**config.mk**
```make
export PLATFORM = sky130hd
export DESIGN_NAME = mem_lane_aligner
export DESIGN_NICKNAME = d
export VERILOG_FILES = /design/src/rtl/mla_pkg.sv /design/src/rtl/mla_decode.sv /design/src/rtl/mla_align_check.sv /design/src/rtl/mla_store_steer.sv /design/src/rtl/mla_load_extract.sv /design/src/rtl/mem_lane_aligner.sv
export SDC_FILE = /design/constraint.sdc
export NUM_CORES = 1
export LEC_CHECK = 0
export ABC_CLOCK_PERIOD_IN_PS = 4700
export BUFFER_PORTS_ARGS = -buffer_cell sky130_fd_sc_hd__clkbuf_2
export CAP_MARGIN = 20
export CORE_ASPECT_RATIO = 1.75
export CORE_MARGIN = 5
export CORE_UTILIZATION = 30
export DETAILED_ROUTE_END_ITERATION = 12
export GPL_TIMING_DRIVEN = 0
export HOLD_SLACK_MARGIN = 0.05
export PLACE_DENSITY = 0.7
export SLEW_MARGIN = 15
export SYNTH_ARGS = -nofsm -noshare
export SYNTH_HDL_FRONTEND = slang
export SYNTH_HIERARCHICAL = 1
export SYNTH_SLANG_ARGS = --single-unit
```
**constraint.sdc**
```tcl
create_clock -name clk -period 4.7 [get_ports clk]
set_input_delay 0.94 -clock clk [delete_from_list [all_inputs] [get_ports clk]]
set_output_delay 0.94 -clock clk [all_outputs]
set_load 0.02 [all_outputs]
```
**src/rtl/mla_pkg.sv**
```systemverilog
package mla_pkg;

    localparam int DATA_W = 32;
    localparam int LANES  = DATA_W / 8;
    localparam int OFF_W  = $clog2(LANES);

    localparam logic [5:0] OPC_LB  = 6'h20;
    localparam logic [5:0] OPC_LH  = 6'h21;
    localparam logic [5:0] OPC_LW  = 6'h23;
    localparam logic [5:0] OPC_LBU = 6'h24;
    localparam logic [5:0] OPC_LHU = 6'h25;
    localparam logic [5:0] OPC_SB  = 6'h28;
    localparam logic [5:0] OPC_SH  = 6'h29;
    localparam logic [5:0] OPC_SW  = 6'h2B;

    typedef enum logic [1:0] {
        SZ_BYTE = 2'd0,
        SZ_HALF = 2'd1,
        SZ_WORD = 2'd2
    } acc_size_e;

    typedef struct packed {
        logic      known;
        logic      store;
        logic      sext;
        acc_size_e size;
    } acc_ctrl_t;

    function automatic acc_ctrl_t decode_op(input logic [5:0] op);
        acc_ctrl_t c;
        c = '{known: 1'b1, store: 1'b0, sext: 1'b0, size: SZ_WORD};
        case (op)
            OPC_LB:  begin c.size = SZ_BYTE; c.sext = 1'b1; end
            OPC_LBU: c.size = SZ_BYTE;
            OPC_LH:  begin c.size = SZ_HALF; c.sext = 1'b1; end
            OPC_LHU: c.size = SZ_HALF;
            OPC_LW:  c.size = SZ_WORD;
            OPC_SB:  begin c.size = SZ_BYTE; c.store = 1'b1; end
            OPC_SH:  begin c.size = SZ_HALF; c.store = 1'b1; end
            OPC_SW:  begin c.size = SZ_WORD; c.store = 1'b1; end
            default: c.known = 1'b0;
        endcase
        return c;
    endfunction

    function automatic logic off_bad(input acc_size_e sz, input logic [OFF_W-1:0] off);
        case (sz)
            SZ_HALF: return off[0];
            SZ_WORD: return |off;
            default: return 1'b0;
        endcase
    endfunction

endpackage

```
**src/rtl/mla_decode.sv**
```systemverilog
module mla_decode
    import mla_pkg::*;
(
    input  logic       valid,
    input  logic [5:0] opcode,
    output acc_ctrl_t  ctrl
);
    acc_ctrl_t raw;

    always_comb begin
        raw        = decode_op(opcode);
        ctrl       = raw;
        ctrl.known = raw.known & valid;
    end
endmodule

```
**src/rtl/mla_align_check.sv**
```systemverilog
module mla_align_check
    import mla_pkg::*;
(
    input  acc_ctrl_t        ctrl,
    input  logic [OFF_W-1:0] offset,
    output logic             misaligned,
    output logic             issue
);
    always_comb begin
        misaligned = ctrl.known & off_bad(ctrl.size, offset);
        issue      = ctrl.known & ~misaligned;
    end
endmodule

```
**src/rtl/mla_store_steer.sv**
```systemverilog
module mla_store_steer
    import mla_pkg::*;
(
    input  acc_ctrl_t         ctrl,
    input  logic              issue,
    input  logic [OFF_W-1:0]  offset,
    input  logic [DATA_W-1:0] src,
    output logic [LANES-1:0]  be,
    output logic [DATA_W-1:0] wdata
);
    for (genvar i = 0; i < LANES; i++) begin : g_lane
        localparam logic [OFF_W-1:0] LANE_OFF = OFF_W'(LANES - 1 - i);
        logic hit;

        always_comb begin
            case (ctrl.size)
                SZ_BYTE: hit = (LANE_OFF == offset);
                SZ_HALF: hit = (LANE_OFF[OFF_W-1:1] == offset[OFF_W-1:1]);
                default: hit = 1'b1;
            endcase
            be[i] = issue & ctrl.store & hit;

            case (ctrl.size)
                SZ_BYTE: wdata[8*i +: 8] = src[7:0];
                SZ_HALF: wdata[8*i +: 8] = LANE_OFF[0] ? src[7:0] : src[15:8];
                default: wdata[8*i +: 8] = src[8*i +: 8];
            endcase
        end
    end
endmodule

```
**src/rtl/mla_load_extract.sv**
```systemverilog
module mla_load_extract
    import mla_pkg::*;
(
    input  acc_ctrl_t         ctrl,
    input  logic [OFF_W-1:0]  offset,
    input  logic [DATA_W-1:0] rdata,
    output logic [DATA_W-1:0] result
);
    logic [7:0]  byte_sel;
    logic [15:0] half_sel;

    always_comb begin
        byte_sel = rdata[8*(LANES-1-int'(offset)) +: 8];
        half_sel = offset[1] ? rdata[15:0] : rdata[31:16];
        case (ctrl.size)
            SZ_BYTE: result = {{(DATA_W-8){ctrl.sext & byte_sel[7]}}, byte_sel};
            SZ_HALF: result = {{(DATA_W-16){ctrl.sext & half_sel[15]}}, half_sel};
            default: result = rdata;
        endcase
    end
endmodule

```
**src/rtl/mem_lane_aligner.sv**
```systemverilog
module mem_lane_aligner
    import mla_pkg::*;
#(
    parameter int ADDR_W = 32
) (
    input  logic              clk,
    input  logic              rst,
    input  logic              acc_valid,
    input  logic [5:0]        acc_opcode,
    input  logic [ADDR_W-1:0] acc_addr,
    input  logic [DATA_W-1:0] acc_store_data,
    input  logic [DATA_W-1:0] mem_rdata,
    output logic              mem_req,
    output logic              mem_write,
    output logic [ADDR_W-3:0] mem_word_addr,
    output logic [LANES-1:0]  mem_be,
    output logic [DATA_W-1:0] mem_wdata,
    output logic [DATA_W-1:0] load_data,
    output logic              misaligned
);
    acc_ctrl_t         ctrl;
    logic              issue;
    logic [OFF_W-1:0]  offset;
    logic [DATA_W-1:0] extracted;
    logic [DATA_W-1:0] load_q;

    assign offset        = acc_addr[OFF_W-1:0];
    assign mem_word_addr = acc_addr[ADDR_W-1:OFF_W];

    mla_decode u_decode (
        .valid  (acc_valid),
        .opcode (acc_opcode),
        .ctrl   (ctrl)
    );

    mla_align_check u_align (
        .ctrl       (ctrl),
        .offset     (offset),
        .misaligned (misaligned),
        .issue      (issue)
    );

    mla_store_steer u_steer (
        .ctrl   (ctrl),
        .issue  (issue),
        .offset (offset),
        .src    (acc_store_data),
        .be     (mem_be),
        .wdata  (mem_wdata)
    );

    mla_load_extract u_extract (
        .ctrl   (ctrl),
        .offset (offset),
        .rdata  (mem_rdata),
        .result (extracted)
    );

    assign mem_req   = issue;
    assign mem_write = issue & ctrl.store;

    always_ff @(posedge clk) begin
        if (rst)
            load_q <= '0;
        else if (issue && !ctrl.store)
            load_q <= extracted;
    end

    assign load_data = load_q;

    AST_RESET_CLEAR: assert property (@(posedge clk) $fell(rst) |-> load_data == '0);
    AST_WORD_LOAD: assert property (@(posedge clk) disable iff (rst)
        (mem_req && !mem_write && acc_opcode == OPC_LW) |=> load_data == $past(mem_rdata));
    AST_STORE_LANES: assert property (@(posedge clk) disable iff (rst)
        mem_write |-> mem_be != '0);
    AST_HALF_PAIR: assert property (@(posedge clk) disable iff (rst)
        (mem_write && acc_opcode == OPC_SH) |-> (mem_be == 4'b1100 || mem_be == 4'b0011));
    AST_BYTE_ONE: assert property (@(posedge clk) disable iff (rst)
        (mem_write && acc_opcode == OPC_SB) |-> $countones(mem_be) == 1);
    AST_MISALIGN_QUIET: assert property (@(posedge clk) disable iff (rst)
        misaligned |-> (mem_be == '0 && !mem_req && !mem_write));
    AST_NO_LOAD_HOLD: assert property (@(posedge clk) disable iff (rst)
        !(mem_req && !mem_write) |=> $stable(load_data));
    AST_IDLE_QUIET: assert property (@(posedge clk) disable iff (rst)
        !acc_valid |-> (!mem_req && mem_be == '0 && !misaligned));

endmodule

```
==> Word-level counts from Yosys, hierarchy flattened <==
Index checks and enable logic that the tools add are counted.
{ "totals": {"reg_bits": 32, "elab_cells": 53, "out_inout_bits": 101, "inputBits": 105} }
{ "op_classes": {"shifts": 1, "n_eq_ne": 13, "mux": 14, "bitwise_logic": 12, "reduce_logical": 11, "n_addsub": 1} }
{ "ops": {"columns": ["cell", "count"], "rows": [
  ["case mux 32 bit (2 select lines)", 1],
  ["== test 6 bit, second input constant", 8],
  ["variable part select 32 x 32 -> 8 bit", 1],
  ["2-to-1 mux 16 bit", 1],
  ["2-to-1 mux 8 bit", 2],
  ["case mux 8 bit (2 select lines)", 1],
  ["bitwise AND 1 bit", 10],
  ["case mux 1 bit (2 select lines)", 5],
  ["OR reduction 3 bit", 3],
  ["OR reduction 8 bit", 1],
  ["OR reduction 2 bit", 3],
  ["== test 2 bit, first input constant", 2],
  ["zero test 2 bit", 2],
  ["case mux 2 bit (2 select lines)", 1],
  ["2-to-1 mux 1 bit", 3],
  ["subtractor 2 x 2 -> 3 bit, first input constant", 1],
  ["== test 1 x 2 -> 1 bit, first input constant", 1],
  ["== test 2 x 1 -> 1 bit, second input constant", 1],
  ["== test 2 bit, second input constant", 1],
  ["inverter 1 bit", 2],
  ["logical AND 1 bit", 1],
  ["zero test 1 bit", 1]
]} }

==> Longest topological paths before layout <==
Gate-level depths: netlist of the first run.
{ "depth": {"depth_word": 10, "depth_mapped": 9, "mapped_depth_nobuf": 8} }

==> Cells and area by module <==
Netlist of the first run, hierarchy kept.
{ "by_module_without_submodules": {"columns": ["module", "n_inst", "area_per_inst_um2", "cells_each"], "rows": [
  ["mem_lane_aligner", 1, 1706.6, 176],
  ["mla_load_extract", 1, 709.4, 101],
  ["mla_store_steer", 1, 504.2, 65],
  ["mla_decode", 1, 98.8, 11],
  ["mla_align_check", 1, 77.6, 12]
]} }

==> Worst setup path after synthesis of the first run <==
OpenSTA, ideal clock, no wires.
{ "synth_path": {"path_type": "input to output", "startpoint": "in acc_opcode[4]", "endpoint": "out mem_be[0]", "path_stages": 8, "t_arrival_ns": 3.372, "path_buffers": 0, "slack_ns": 0.388, "cell_sequence": "nand2b_4 > a2111oi_2 > inv_1 > ha_1 > nand3b_1 > o311a_1 > nand2_1 > a21oi_1"} }
{ "synth_lines": {"columns": ["element", "line", "rtl"], "rows": [
  ["start: declaration", "mem_lane_aligner.sv:9", "input logic [5:0] acc_opcode,"],
  ["end: declaration", "mem_lane_aligner.sv:16", "output logic [LANES-1:0] mem_be,"]
]} }

==> results of run 1 <==
## cell type report
class | instances | area [µm²] | share of cell area
Buffer | 70 | 477 | 0.110
Clock buffer | 7 | 153 | 0.0353
Clock inverter | 1 | 30.0 | 0.00695
Inverter | 11 | 41.3 | 0.00955
Multi-Input combinational cell | 252 | 1950 | 0.451
Sequential cell | 32 | 641 | 0.148
Tap cell | 127 | 159 | 0.0368
Timing Repair Buffer | 174 | 871 | 0.202
## Yosys cell counts (2+ instances only)
cell type	n
o22ai_1	4
o21ai_0	3
mux2_2	16
o22a_1	3
buf_6	7
a21oi_1	4
o21ai_2	4
ha_1	2
mux2i_1	14
nand2_1	26
buf_2	12
a2111oi_2	2
nand4bb_1	32
a22o_1	9
inv_1	9
nand2b_1	35
nor2_1	7
mux2_1	4
buf_4	39
o21ai_1	52
clkbuf_1	12
a2bb2oi_1	7
a221o_1	8
dfxtp_1	32
## worst max path at each step
stage | startpoint | endpoint | slack, ns | depth (start not counted)
floorplan | acc_opcode[4] | mem_be[0] | 0.39 | 8
global placement | acc_opcode[4] | mem_be[0] | -0.07 | 10
detailed placement | acc_opcode[4] | mem_write | 0.29 | 10
CTS | acc_opcode[4] | mem_write | 0.27 | 10
global route | acc_opcode[4] | mem_be[0] | 0.16 | 10
finish | acc_opcode[4] | mem_be[2] | 0.31 | 10
## report_power, final
group,switching (mW),total [mW],internal (mW)
Combinational,0.155,0.284,0.129
Clock,0.116,0.395,0.279
Sequential,0.00206,0.278,0.276
Total,0.273,0.956,0.683
## cells by family after synthesis
group           synth area share
fa+ha+maj                0.00808
buf+inv                    0.167
compound gates             0.233
simple gates               0.259
flops                      0.207
mux                        0.125
## stage by stage
step	TNS, ns	power, mW	cells
floorplan	0	0.463	365
global placement	-0.267	0.564	666
detailed placement	0	0.568	666
CTS	0	0.965	674
global route	0	0.995	674
finish	0	0.956	674
## routing by layer
metal,vias to the layer above,global-route usage,part of all wire
li1,1652,-,-
met1,1549,0.155,0.31
met2,196,0.350,0.56
met3,18,0.0336,0.097
met4,0,0.0608,0.026
met5,-,0,0
## worst max-delay path, stage by stage
cell and delay (ns):
clkbuf_2 0.08, nand2b_4 0.16, a2111oi_4 0.69, inv_1 0.11, ha_1 0.34, nand3b_1 0.12
o311a_1 0.40, nand2_1 0.20, a21oi_1 0.21, clkbuf_2 0.19
==> metrics.txt, run 1 <==
Yosys cell types=46; Hold Buf Count CTS=0; EDFF count, synth=0; Setup WS pre-CTS=0.291 ns; WHS Endpoint=load_data[14]$_SDFFE_PP0P_; placer congestion estimate=0.857; fraction of layout instances using a drive strength above 1=0.497; Inserted Clock Buffers=5; Top FF cell, synth=dfxtp_1; Pre-antenna DRT Iters=4; CP endpoint kind=output port; Hold Crit Class=flop to flop; WL per Instance=16.5 µm; Critical R2R Launch=load_data[1]$_SDFFE_PP0P_; Die W=86.8 µm; Pleak=2.06 nW; Die ar.=12500 µm²; clock tree buffer depth=2; commonest non-fill, non-tap cell in the layout=clkbuf_2; Setup Skew=0 ns; slew margin rel.=0.365; worst path required time=3.76 ns; Critical Path Source Type=input port; status=complete, no violations; Net count, final=653; most frequent cells in the layout=clkbuf_2 (174), o21ai_1 (52), buf_4 (39); syn avg cell area=8.48 µm²; Seq/Total Area, Yosys=0.207; final hold vios=0; synthesized cell area=3100 µm²; Slew @ Worst Pin=0.950 ns; Initial Utilization=0.304; Yosys reg bits=32; number of global-route vias before repair=3284; clk slew on worst S/H paths=0.05 ns; Max Slew Vio Count=0; synthesized net count=472; Synth async-reset ratio=0; Final Setup Violations=0; critical path class=input port to output port; Post-CTS Setup Bufs=0; Placed Instance Area=4140 µm²; P&R area growth vs syn=39.6%; Cells after Synth=365; top cells by area, synth=dfxtp_1 (21%), nand4bb_1 (12%), buf_4 (9.5%), o21ai_1 (8.4%), nand2b_1 (7.1%); via count=3415; first-pass GRT wire length=16.7 mm; Finished Core Util=0.425; HP Start=load_data[14]$_SDFFE_PP0P_; area leader, netlist=dfxtp_1; Layout fillers=1049; core area=10200 µm²; fin crit share=0.934; warnings from Yosys=6; Synth top area share=0.207; reg-to-reg slack, setup=4.09 ns; Iteration-0 DRC Markers=145; max-cap violations=0; worst hold slack=0.463 ns; CTS HTree Levels=2; # DRC=0; grt total ovfl=0; die height=144 µm; I/O pins=206; Power per Cell Area=221 nW/µm²; Design Area, Final=4320 µm²; DP HPWL=9.59 mm; Period minus WS final=4.39 ns; I/O Buffers=174; DR vias/cell=5.07; R2R cell count=2; Ant. Diodes=0; Reg2Reg Capture Point=load_data[1]$_SDFFE_PP0P_; Clk Latency, worst-skew pair=0.28 ns; maximum VDD drop=208 µV; post-route ant nets=0; Worst EP arrival=3.45 ns; CTS tree=done; Fmax=0.228 GHz; clk sinks=32; GRT Overall Usage=0.169; max reg flops=32; worst setup margin=0.311 ns; row cnt=49; largest net degree at the start of global routing=11; initial antenna violation count=0; cts repair resizes=0; final wirelength=11.1 mm; WHS Path Cells=2; clock root buffer=clkbuf_16; RSZ-0062 raised after global routing=no; worst-path maximum fanout=9
Power figures use the tool's default switching activity.
==> run 2: changes to the inputs <==
--- a/config.mk
+++ b/config.mk
@@ -8,13 +8,15 @@
 export ABC_CLOCK_PERIOD_IN_PS = 4700
 export BUFFER_PORTS_ARGS = -buffer_cell sky130_fd_sc_hd__clkbuf_2
 export CAP_MARGIN = 20
+export CELL_PAD_IN_SITES_DETAIL_PLACEMENT = 0
+export CELL_PAD_IN_SITES_GLOBAL_PLACEMENT = 1
 export CORE_ASPECT_RATIO = 1.75
 export CORE_MARGIN = 5
-export CORE_UTILIZATION = 30
+export CORE_UTILIZATION = 29
 export DETAILED_ROUTE_END_ITERATION = 12
 export GPL_TIMING_DRIVEN = 0
 export HOLD_SLACK_MARGIN = 0.05
-export PLACE_DENSITY = 0.7
+export PLACE_DENSITY = 0.9
 export SLEW_MARGIN = 15
 export SYNTH_ARGS = -nofsm -noshare
 export SYNTH_HDL_FRONTEND = slang
==> run 2 against run 1 <==
  * Clock-buffer cell count is 1 lower
  * Final area is 0.93% lower
  * Wire length is 2.5% higher
  * Fmax is 2.8% higher
  * Sequential power hardly changed
  * Critical path type unchanged
==> metrics.txt, run 2 (same netlist as run 1, synthesis figures left out) <==
initial antenna violation count=0; RSZ-0062 raised after global routing=no; Initial Utilization=0.293; non-filler cells, final=677; core area=10600 µm²; worst-path cell chain=clkbuf_2 -> nand2b_4 -> a2111oi_4 -> inv_1 -> ha_1 -> nand3b_1 -> o311a_1 -> nand2_1 -> a21oi_1 -> clkbuf_2; Final Setup Violations=0; CTS tree=done; placer congestion estimate=0.814; number of global-route vias before repair=3516; DR vias/cell=5.00; Slew @ Worst Pin=0.891 ns; maximum VDD drop=192 µV; Worst Path Buf+Inv=3; Clk Latency, worst-skew pair=0.27 ns; clock tree buffer depth=2; reg-to-reg slack, setup=4.09 ns; Worst setup startpoint=acc_opcode[4]; largest net degree at the start of global routing=11; GRT Overall Usage=0.169; Worst EP arrival=3.33 ns; row cnt=50; final wirelength=11.4 mm; Iteration-0 DRC Markers=143; fraction of layout instances using a drive strength above 1=0.495; Setup Total Neg Slack=0 ns; clock root buffer=clkbuf_16; DP HPWL=9.79 mm; die height=147 µm; CTS HTree Levels=2; CP endpoint kind=output port; clk sinks=32; Max Slew Vio Count=0; Crit path largest cell delay=0.46 ns; fin crit share=0.908; clk slew on worst S/H paths=0.05 ns; worst hold slack=0.461 ns; grt total ovfl=0; post-route ant nets=0; commonest non-fill, non-tap cell in the layout=clkbuf_2; gr busiest metal=met2; worst-path maximum fanout=9; GR Util met1=0.155; DP Cell Count=670; Fmax=0.234 GHz; Critical Path Source Type=input port; Power per Cell Area=203 nW/µm²; Critical R2R Launch=load_data[21]$_SDFFE_PP0P_; CP max stage cell=a2111oi_4; max reg flops=32; Post-CTS Setup Bufs=0; Hold Buf Count CTS=0; max-cap violations=0; Die ar.=12900 µm²; via count=3388; Ant. Diodes=0; most frequent CP cell=clkbuf_2; Hold Crit Class=flop to flop; Placed Instance Area=4140 µm²; P&R area growth vs syn=38.3%; Finished Core Util=0.405; # DRC=0; Net count, final=654; Die W=88.1 µm; Inserted Clock Buffers=5; status=complete, no violations; most frequent cells in the layout=clkbuf_2 (174), o21ai_1 (52), buf_4 (39); I/O Buffers=174; Worst path top cell family by delay=compound AO/OA/AOI/OAI gates; HP Start=load_data[9]$_SDFFE_PP0P_; Design Area, Final=4280 µm²; WL per Instance=16.8 µm; Pleak=2.05 nW; worst path required time=3.76 ns; GRT met3 Usage=0.0309; worst setup margin=0.431 ns; final hold vios=0; Tot Pwr=0.868 mW; met2 GRT Util=0.347; critical path class=input port to output port; Setup Skew=0 ns; Setup WS pre-CTS=0.221 ns; slew margin rel.=0.405; Period minus WS final=4.27 ns; first-pass GRT wire length=17.2 mm; I/O pins=206; Layout fillers=1098; Pre-antenna DRT Iters=4
[run 2: where the power goes]
part / internal, mW / total (mW) / switching, mW
combinational: 0.129 / 0.285 / 0.156
clock: 0.192 / 0.306 / 0.113
sequential: 0.276 / 0.278 / 0.00208
total: 0.597 / 0.868 / 0.271
[run 2: path summary, 6_finish.rpt]
path / to / depth (start not counted)
max: mem_be[2] / 10
min: load_data[9]$_SDFFE_PP0P_ / 2
max reg2reg: load_data[21]$_SDFFE_PP0P_ / 2
min reg2reg: load_data[9]$_SDFFE_PP0P_ / 2
[run 2: cell type report]
class | instances | area (µm²) | area share
Tap cell | 130 | 163 | 0.0380
Multi-Input combinational cell | 252 | 1950 | 0.456
Sequential cell | 32 | 641 | 0.150
Inverter | 11 | 41.3 | 0.00964
Timing Repair Buffer | 175 | 876 | 0.205
Clock buffer | 6 | 129 | 0.0301
Clock inverter | 1 | 5.00 | 0.00117
Buffer | 70 | 477 | 0.111
[run 2: worst min-delay path: cells and delay by family, from the launching register on]
kind	cells	cell delay [ns]
AOI/OAI and AO/OA	1	0.05
DFF	1	0.30
and+or+nand+nor	1	0.06
[run 2: repair_timing]
| action | CTS | global route |
|---|---|---|
| hold endpoints to repair | 0 | 0 |
| endpoints found under the setup margin | 0 | 2 |
| resized for setup | 0 | 1 |
[run 2: layer usage]
metal / wire [µm] / vias up
li1: - / 1650
met1: 3700 / 1543
met2: 6450 / 180
met3: 988 / 15
met4: 235 / 0
met5: 0 / -
